### src/rtl/cyc_pkg.sv
package cyc_pkg;
  localparam int OP_W = 4;

  localparam logic [OP_W-1:0] OP_ADD  = 4'd1;
  localparam logic [OP_W-1:0] OP_EI   = 4'd2;
  localparam logic [OP_W-1:0] OP_HALT = 4'd15;

  typedef enum logic [1:0] {
    CYC_FETCH = 2'd0,
    CYC_IND   = 2'd1,
    CYC_EXEC  = 2'd2,
    CYC_INTR  = 2'd3
  } cycle_e;

  // register-transfer strobes from control to datapath
  typedef struct packed {
    logic marFromPc;
    logic marFromIr;
    logic marFromSave;
    logic mbrFromPc;
    logic mbrFromMem;
    logic pcInc;
    logic pcFromIsr;
    logic irFromMem;
    logic irAddrFromMem;
    logic accAdd;
  } dp_ctl_t;
endpackage

### src/rtl/cyc_dpath.sv
module cyc_dpath
  import cyc_pkg::*;
#(
  parameter int          ADDR_W    = 12,
  parameter int unsigned SAVE_ADDR = 'h7FF,
  parameter int unsigned ISR_ADDR  = 'h800,
  localparam int WORD_W = OP_W + 1 + ADDR_W
) (
  input  logic              clk,
  input  logic              rstN,
  input  dp_ctl_t           ctl,
  input  logic [WORD_W-1:0] memRdata,
  output logic [ADDR_W-1:0] memAddr,
  output logic [WORD_W-1:0] memWdata,
  output logic [OP_W-1:0]   irOp,
  output logic              rdInd,
  output logic [WORD_W-1:0] accOut
);
  logic [ADDR_W-1:0] pc, mar;
  logic [WORD_W-1:0] mbr, ir, acc;

  always_ff @(posedge clk or negedge rstN) begin
    if (!rstN) begin
      pc  <= '0;
      mar <= '0;
      mbr <= '0;
      ir  <= '0;
      acc <= '0;
    end else begin
      if (ctl.marFromPc)        mar <= pc;
      else if (ctl.marFromIr)   mar <= ir[ADDR_W-1:0];
      else if (ctl.marFromSave) mar <= ADDR_W'(SAVE_ADDR);

      if (ctl.mbrFromPc)       mbr <= {{(WORD_W-ADDR_W){1'b0}}, pc};
      else if (ctl.mbrFromMem) mbr <= memRdata;

      if (ctl.pcInc)          pc <= pc + 1'b1;
      else if (ctl.pcFromIsr) pc <= ADDR_W'(ISR_ADDR);

      if (ctl.irFromMem)          ir <= memRdata;
      else if (ctl.irAddrFromMem) ir[ADDR_W-1:0] <= memRdata[ADDR_W-1:0];

      if (ctl.accAdd) acc <= acc + memRdata;
    end
  end

  assign memAddr  = mar;
  assign memWdata = mbr;
  assign irOp     = ir[WORD_W-1 -: OP_W];
  assign rdInd    = memRdata[ADDR_W];
  assign accOut   = acc;
endmodule

### src/rtl/cyc_ctrl.sv
module cyc_ctrl
  import cyc_pkg::*;
(
  input  logic            clk,
  input  logic            rstN,
  input  logic            irq,
  input  logic [OP_W-1:0] irOp,
  input  logic            rdInd,
  output dp_ctl_t         ctl,
  output logic            memRd,
  output logic            memWr,
  output logic [1:0]      cycleState,
  output logic [1:0]      stepIdx,
  output logic            halted
);
  cycle_e     cyc;
  logic [1:0] step;
  logic       haltReg, ieReg;
  logic       haltNow;

  assign haltNow = (cyc == CYC_EXEC) && (step == 2'd0) && (irOp == OP_HALT);

  always_comb begin
    ctl   = '0;
    memRd = 1'b0;
    memWr = 1'b0;
    if (!haltReg) begin
      unique case (cyc)
        CYC_FETCH: case (step)
          2'd0: ctl.marFromPc = 1'b1;
          2'd1: begin memRd = 1'b1; ctl.pcInc = 1'b1; end
          2'd2: begin ctl.mbrFromMem = 1'b1; ctl.irFromMem = 1'b1; end
          default: ;
        endcase
        CYC_IND: case (step)
          2'd0: ctl.marFromIr = 1'b1;
          2'd1: memRd = 1'b1;
          2'd2: begin ctl.mbrFromMem = 1'b1; ctl.irAddrFromMem = 1'b1; end
          default: ;
        endcase
        CYC_EXEC: if (irOp == OP_ADD) begin
          case (step)
            2'd0: ctl.marFromIr = 1'b1;
            2'd1: memRd = 1'b1;
            2'd2: begin ctl.mbrFromMem = 1'b1; ctl.accAdd = 1'b1; end
            default: ;
          endcase
        end
        CYC_INTR: case (step)
          2'd0: ctl.mbrFromPc = 1'b1;
          2'd1: begin ctl.marFromSave = 1'b1; ctl.pcFromIsr = 1'b1; end
          2'd2: memWr = 1'b1;
          default: ;
        endcase
      endcase
    end
  end

  always_ff @(posedge clk or negedge rstN) begin
    if (!rstN) begin
      cyc     <= CYC_FETCH;
      step    <= 2'd0;
      haltReg <= 1'b0;
      ieReg   <= 1'b0;
    end else if (!haltReg) begin
      if (haltNow) begin
        haltReg <= 1'b1;
      end else if (step == 2'd2) begin
        step <= 2'd0;
        unique case (cyc)
          CYC_FETCH: cyc <= rdInd ? CYC_IND : CYC_EXEC;
          CYC_IND:   cyc <= CYC_EXEC;
          CYC_EXEC: begin
            if (irOp == OP_EI) ieReg <= 1'b1;
            if (irq && ieReg) begin
              cyc   <= CYC_INTR;
              ieReg <= 1'b0;
            end else begin
              cyc <= CYC_FETCH;
            end
          end
          CYC_INTR:  cyc <= CYC_FETCH;
        endcase
      end else begin
        step <= step + 2'd1;
      end
    end
  end

  assign cycleState = cyc;
  assign stepIdx    = step;
  assign halted     = haltReg;
endmodule

### src/rtl/cyc_sequencer.sv
module cyc_sequencer
  import cyc_pkg::*;
#(
  parameter int          ADDR_W    = 12,
  parameter int unsigned SAVE_ADDR = 'h7FF,
  parameter int unsigned ISR_ADDR  = 'h800,
  localparam int WORD_W = OP_W + 1 + ADDR_W
) (
  input  logic              clk,
  input  logic              rstN,
  input  logic              irq,
  input  logic [WORD_W-1:0] memRdata,
  output logic [ADDR_W-1:0] memAddr,
  output logic [WORD_W-1:0] memWdata,
  output logic              memRd,
  output logic              memWr,
  output logic [WORD_W-1:0] accOut,
  output logic [1:0]        cycleState,
  output logic [1:0]        stepIdx,
  output logic              halted
);
  dp_ctl_t         ctl;
  logic [OP_W-1:0] irOp;
  logic            rdInd;

  cyc_ctrl uCtrl (
    .clk(clk), .rstN(rstN), .irq(irq), .irOp(irOp), .rdInd(rdInd),
    .ctl(ctl), .memRd(memRd), .memWr(memWr),
    .cycleState(cycleState), .stepIdx(stepIdx), .halted(halted)
  );

  cyc_dpath #(.ADDR_W(ADDR_W), .SAVE_ADDR(SAVE_ADDR), .ISR_ADDR(ISR_ADDR)) uDpath (
    .clk(clk), .rstN(rstN), .ctl(ctl), .memRdata(memRdata),
    .memAddr(memAddr), .memWdata(memWdata), .irOp(irOp), .rdInd(rdInd),
    .accOut(accOut)
  );
endmodule

### config.mk
export PLATFORM = sky130hd
export DESIGN_NAME = cyc_sequencer
export DESIGN_NICKNAME = d
export VERILOG_FILES = /design/src/rtl/cyc_pkg.sv /design/src/rtl/cyc_dpath.sv /design/src/rtl/cyc_ctrl.sv /design/src/rtl/cyc_sequencer.sv
export SDC_FILE = /design/constraint.sdc
export NUM_CORES = 1
export LEC_CHECK = 0
export BUFFER_PORTS_ARGS = -buffer_cell sky130_fd_sc_hd__buf_4
export CAP_MARGIN = 20
export CORE_MARGIN = 2
export CORE_UTILIZATION = 45
export CTS_BUF_LIST = sky130_fd_sc_hd__clkbuf_4 sky130_fd_sc_hd__clkbuf_8
export CTS_CLUSTER_DIAMETER = 100
export DETAILED_ROUTE_END_ITERATION = 16
export PLACE_DENSITY = 0.69
export REMOVE_ABC_BUFFERS = 1
export SKIP_CTS_REPAIR_TIMING = 1
export SYNTH_ARGS = -nofsm -noshare
export SYNTH_HDL_FRONTEND = slang
export SYNTH_SLANG_ARGS = --single-unit
export TNS_END_PERCENT = 50
### constraint.sdc
create_clock -name clk -period 2.4 [get_ports clk]
set_clock_uncertainty 0.05 [all_clocks]
set_input_delay 0.24 -clock clk [delete_from_list [all_inputs] [get_ports clk]]
set_output_delay 0.24 -clock clk [all_outputs]
set_load 0.005 [all_outputs]
**Yosys cells after proc, flatten, opt, wreduce, memory -nomap -nowiden**

Cells that the tools add are included.

- Logic and storage cells: 74
- Register bits after elaboration: 81

- Reduce and logical (&&, ||, !) cells: 14
- Multiplexer cells: 37
- Bitwise gates (word level): 2
- Equal/unequal tests: 8
- $add $sub $neg: 3

Operator list:

| cell | count |
|---|---|
| $mux W12 | 7 |
| $mux W17 | 2 |
| $mux W1 | 19 |
| $add A17 B17 Y17 | 1 |
| $add A12 B1 Y12 const B | 1 |
| $mux W10 | 1 |
| $mux W2 | 4 |
| $pmux W2 S4 | 1 |
| $reduce_bool A2 Y1 | 4 |
| $eq A2 B2 Y1 const B | 3 |
| $pmux W1 S2 | 3 |
| $reduce_and A5 Y1 | 1 |
| $eq A2 B1 Y1 const B | 2 |
| $eq A4 B1 Y1 const B | 1 |
| $eq A4 B2 Y1 const B | 1 |
| $eq A4 B4 Y1 const B | 1 |
| $logic_not A2 Y1 | 2 |
| $logic_and A1 B1 Y1 | 3 |
| $reduce_and A3 Y1 | 1 |
| $reduce_bool A3 Y1 | 1 |
| $add A2 B1 Y2 const B | 1 |
| $not A1 Y1 | 2 |
| $reduce_and A2 Y1 | 1 |
| $reduce_or A2 Y1 | 1 |

**Logic depth before layout (Yosys ltp)**

- Word-level depth: 8
- Mapped depth: 9

**Modules after synthesis**

From an unflattened synthesis, not the netlist that was laid out.

- Cells, all modules: 416
- Area, all modules: 4325.4 um2

By module, submodules not included:

| module | instances | seq. area each (um2) | cells each | area an instance (um2) |
|---|---|---|---|---|
| cyc_dpath | 1 | 1851.8 | 362 | 3836.2 |
| cyc_ctrl | 1 | 150.1 | 54 | 489.2 |

**Least setup slack after synthesis**

No wires, ideal clock.

- Kind: register to register
- Start point: register uDpath.acc[0] (netlist: uDpath.accOut[0])
- End point: register uDpath.acc[14] (netlist: uDpath.accOut[14])
- Path buffers: 0
- Path slack: -0.113 ns
- Stages on the path, launching flop included: 9
- Library setup time: 0.128 ns
- Data arrival time: 2.335 ns
- Period minus slack after synthesis: 2.513 ns
- Cell sequence: dfrtp_1 -> ha_1 -> fa_1 -> a211oi_1 -> o211ai_1 -> a221o_1 -> a221oi_1 -> mux2i_1 -> nand3_1

- Longest elaborated chain between the ends: 1

RTL lines:

| item | line | text |
|---|---|---|
| start, declared | cyc_dpath.sv:20 | `logic [WORD_W-1:0] mbr, ir, acc;` |
| start signal, assigned | cyc_dpath.sv:43 | `if (ctl.accAdd) acc <= acc + memRdata;` |
| $add A17 B17 Y17 | cyc_dpath.sv:43 |  |

Every way passes these cells.
A chain may end at the register's enable or synchronous reset.

**Worst setup path in the final report**

Same ends and word-level chain as after synthesis.

==> results.txt <==
----------------------------------------------------
[Worst setup path]
  Maximum fanout count along the critical path ... 5
  Required time at the worst-slack endpoint ... 2580 ps
  Slowest-stage cell, CP ... a221o_1
  Crit-path cells ... ha_2 -> fa_2 -> a211oi_2 -> o211ai_1 -> a221o_1 -> a221oi_2 -> mux2i_1 -> nand3_1
  Startpoint class of the critical path ... register
  Critical path class ... register to register
  Data arrival time at the worst-slack endpoint ... 2670 ps
  Endpoint class of the critical path ... register
  Stage delay of the slowest cell on the critical path ... 410 ps

[Floorplanning]
  Std cell rows ... 35
  Die H ... 102 um
  Total core area ... 0.00933 mm^2
  Top-level I/O count ... 73
  Width of the die ... 102 um
  Full die area ... 0.0105 mm^2
  Starting density of the core ... 46.7%

[Worst hold path]
  Path type of the worst min-delay path ... input port to register

[Timing]
  Final setup violating endpoints ... 2
  Highest clock frequency the design can meet ... 0.402 GHz
  Final slew viol count ... 0
  Worst slew margin relative to its limit ... 58.4%
  Worst Tran Pin Value ... 623 ps
  Hold Vio Cnt, Final ... 0
  Final setup slack of the worst path ... -87.3 ps
  Final period util ... 104%
  Setup repair after global routing missed its margin ... true
  Crit path time final ... 2490 ps
  Worst slack on hold paths ... 89.5 ps

[Route]
  Antenna-violating nets left ... 0
  Final wirelength ... 10.1 mm
  Count of routing violations after the opening detailed-route iteration ... 157
  Via/cell ratio ... 5.27
  Routed wirelength normalized by instance count ... 15.1 um
  Number of detailed-route iterations in the first pass ... 4
  Number of vias in the routed layout ... 3536
  Remaining design rule violation count ... 0

[Placed design]
  Worst Setup Slack post-DPL ... -290 ps
  Placed cell area ... 0.00513 mm^2
  Number of instances in the placed design ... 653
  Weighted congestion reported at the end of routability-driven placement ... 0.803
  Placed wire-length estimate after detailed placement ... 7.38 mm
  Number of buffers added on ports ... 72

[Layout]
  Cell Count, Final, Fillers Out ... 671
  Number of nets at the end of the flow ... 580
  Number of antenna repair diodes ... 0
  End-of-flow core utilization ... 57.5%
  Ratio of cells with drive above 1 in the final layout ... 25.5%
  Relative area change from synthesis to final layout ... 23.1%
  Cell area after layout ... 0.00537 mm^2
  Fill cells ... 786

[Global routing]
  Vias in the first global route ... 3439
  Initial antenna violation count ... 0
  Wire length of the first global-routing pass ... 16.8 mm
  Overall global routing resource usage ... 20.6%
  Pin count of the biggest net entering global routing ... 48
  Total global routing overflow ... 0

[CTS]
  Worst-Skew Late Latency ... 350 ps
  CTS root buf ... clkbuf_8
  Clock tree from TritonCTS ... yes
  Max H-tree Level ... 3
  CTS buffer count ... 9
  Buffer levels on the longest clock path ... 2
  Clock sink count ... 80
  Clock slew at the register clock pins of the worst setup and hold paths ... 90 ps

[Yosys]
  Post-Syn Instances ... 453
  Number of enable-type register cells in the synthesized netlist ... 0
  Number of distinct standard cells referenced by the synthesized netlist ... 51
  Register bit count reported by yosys ... 80
  Count of warnings emitted by yosys ... 0
  Average footprint of a synthesized cell ... 9.62 um^2
  Most used DFF post-synth ... dfrtp_1
  Fraction of registers with async set or reset after synthesis ... 100%
  Part of the Yosys area used for sequential elements ... 45.9%
  Cell area after synthesis ... 0.00436 mm^2

[Status]
  Violated checks ... negative setup slack
  Run status ... complete, but fails checks

[Power and ir drop]
  Power density over cell area ... 1230 mW/mm^2
  Maximum resistive drop on vdd ... 0.546 mV
  LEAKAGE ... 2.55 nW

[Run]
  Max capacitance violation total ... 0

----------------------------------------------------
==> stage by stage <==
stage          total power [mW]  setup TNS, ps
5_1_grt                    7.16           -406
4_1_cts                    6.59           -682
3_3_place_gp               5.56           -479
6_report                   6.58           -121
2_1_floorplan              4.28           -163
3_5_place_dp               5.66           -625
==> cell type report <==
| cell class | count | area [um^2] | area share [%] |
|---|---|---|---|
| clock buffer | 11 | 145 | 2.71 |
| inverter | 9 | 33.8 | 0.630 |
| clock inverter | 5 | 32.5 | 0.606 |
| sequential | 80 | 2000 | 37.3 |
| timing repair buffer | 95 | 728 | 13.6 |
| multi-input combinational | 342 | 2260 | 42.2 |
| tap | 129 | 161 | 3.01 |
==> state kept, by name, indices dropped and copies added (netlist names) <==
signal            flops
uDpath.memWdata      17
uDpath.memAddr       12
uCtrl.halted          1
uCtrl.ieReg           1
uDpath.ir            16
uDpath.pc            12
uDpath.accOut        17
uCtrl.stepIdx         2
uCtrl.cycleState      2
==> report_power, final <==
group,internal (mW),total (mW),switching (mW)
clock network,0.412,0.918,0.506
registers,1.93,2.37,0.449
logic,1.68,3.29,1.60
total,4.02,6.58,2.56
==> kinds of logic (layout without fill, tap and decap cells) <==
group | after synthesis | in the layout | share of synthesized area, %
AOI/OAI and AO/OA | 121 | 121 | 16.5
xor gates and xnor gates | 14 | 14 | 2.81
adders and majority gates | 23 | 23 | 6.78
buffers and inverters | 31 | 120 | 2.96
DFF | 80 | 80 | 45.9
muxes | 38 | 38 | 9.27
and+or+nand+nor | 146 | 146 | 15.8
==> cell usage in the layout (no fill, tap or decap), types with 12 or more instances in the layout <==
cell,instances
nor2_1,37
buf_4,93
mux2i_1,19
nand3_1,12
o21ai_0,52
dfrtp_1,80
o21ai_1,14
nand2_1,62
mux2_2,17
a21oi_1,18
ha_1,21
==> critical path: cells and delay by family (launching register included) <==
kind / cells / cell delay, ps
AOI/OAI and AO/OA: 4 / 1070
adders and majority gates: 2 / 540
DFF: 1 / 400
muxes: 1 / 230
and+or+nand+nor: 1 / 90
==> path summary, 6_finish.rpt <==
check | cells after the start | start | slack [ps] | end
hold / removal | 2 | memRdata[10] | 90 | uDpath.ir[10]$_DFFE_PN0P_
max in group asynchronous | 3 | rstN | 1290 | uDpath.accOut[12]$_DFFE_PN0P_
hold reg to reg | 1 | uDpath.ir[10]$_DFFE_PN0P_ | 440 | uDpath.ir[10]$_DFFE_PN0P_
setup / recovery | 8 | uDpath.accOut[0]$_DFFE_PN0P_ | -90 | uDpath.accOut[14]$_DFFE_PN0P_
min in group asynchronous | 2 | rstN | 390 | uDpath.accOut[2]$_DFFE_PN0P_
setup reg to reg | 8 | uDpath.accOut[0]$_DFFE_PN0P_ | -90 | uDpath.accOut[14]$_DFFE_PN0P_
==> synthesized netlist by cell type, types with 2 or more instances <==
library cell	count	area, um^2
a211oi_1	5	37.5
a21o_1	6	45.0
a21oi_1	18	90.1
a221o_1	2	20.0
a221oi_1	2	17.5
a31oi_1	2	12.5
and2_0	2	12.5
and2_1	4	25.0
and3_1	5	31.3
clkbuf_1	18	67.6
dfrtp_1	80	2000
ha_1	22	275
inv_1	9	33.8
mux2_1	2	22.5
mux2_2	17	191
mux2i_1	19	190
nand2_1	62	233
nand2b_1	3	18.8
nand3_1	12	60.1
nand4_1	2	12.5
nor2_1	37	139
nor3_1	6	30.0
nor3b_1	3	22.5
nor4_1	3	18.8
o211ai_1	4	30.0
o21a_1	3	22.5
o21ai_0	53	265
o21ai_1	13	65.1
o21bai_1	2	15.0
o31ai_1	3	22.5
or4_1	2	15.0
xnor2_1	7	61.3
xor2_1	7	61.3
==> routing by layer <==
layer  global-route usage [%]  vias up  wire (um)
li1                         -     1780          -
met1                     29.1     1689       4720
met2                     32.8       59       4870
met3                     4.24        8        421
met4                     5.13        0        106
met5                        0        -          0
(Power assumes the default switching activity.)
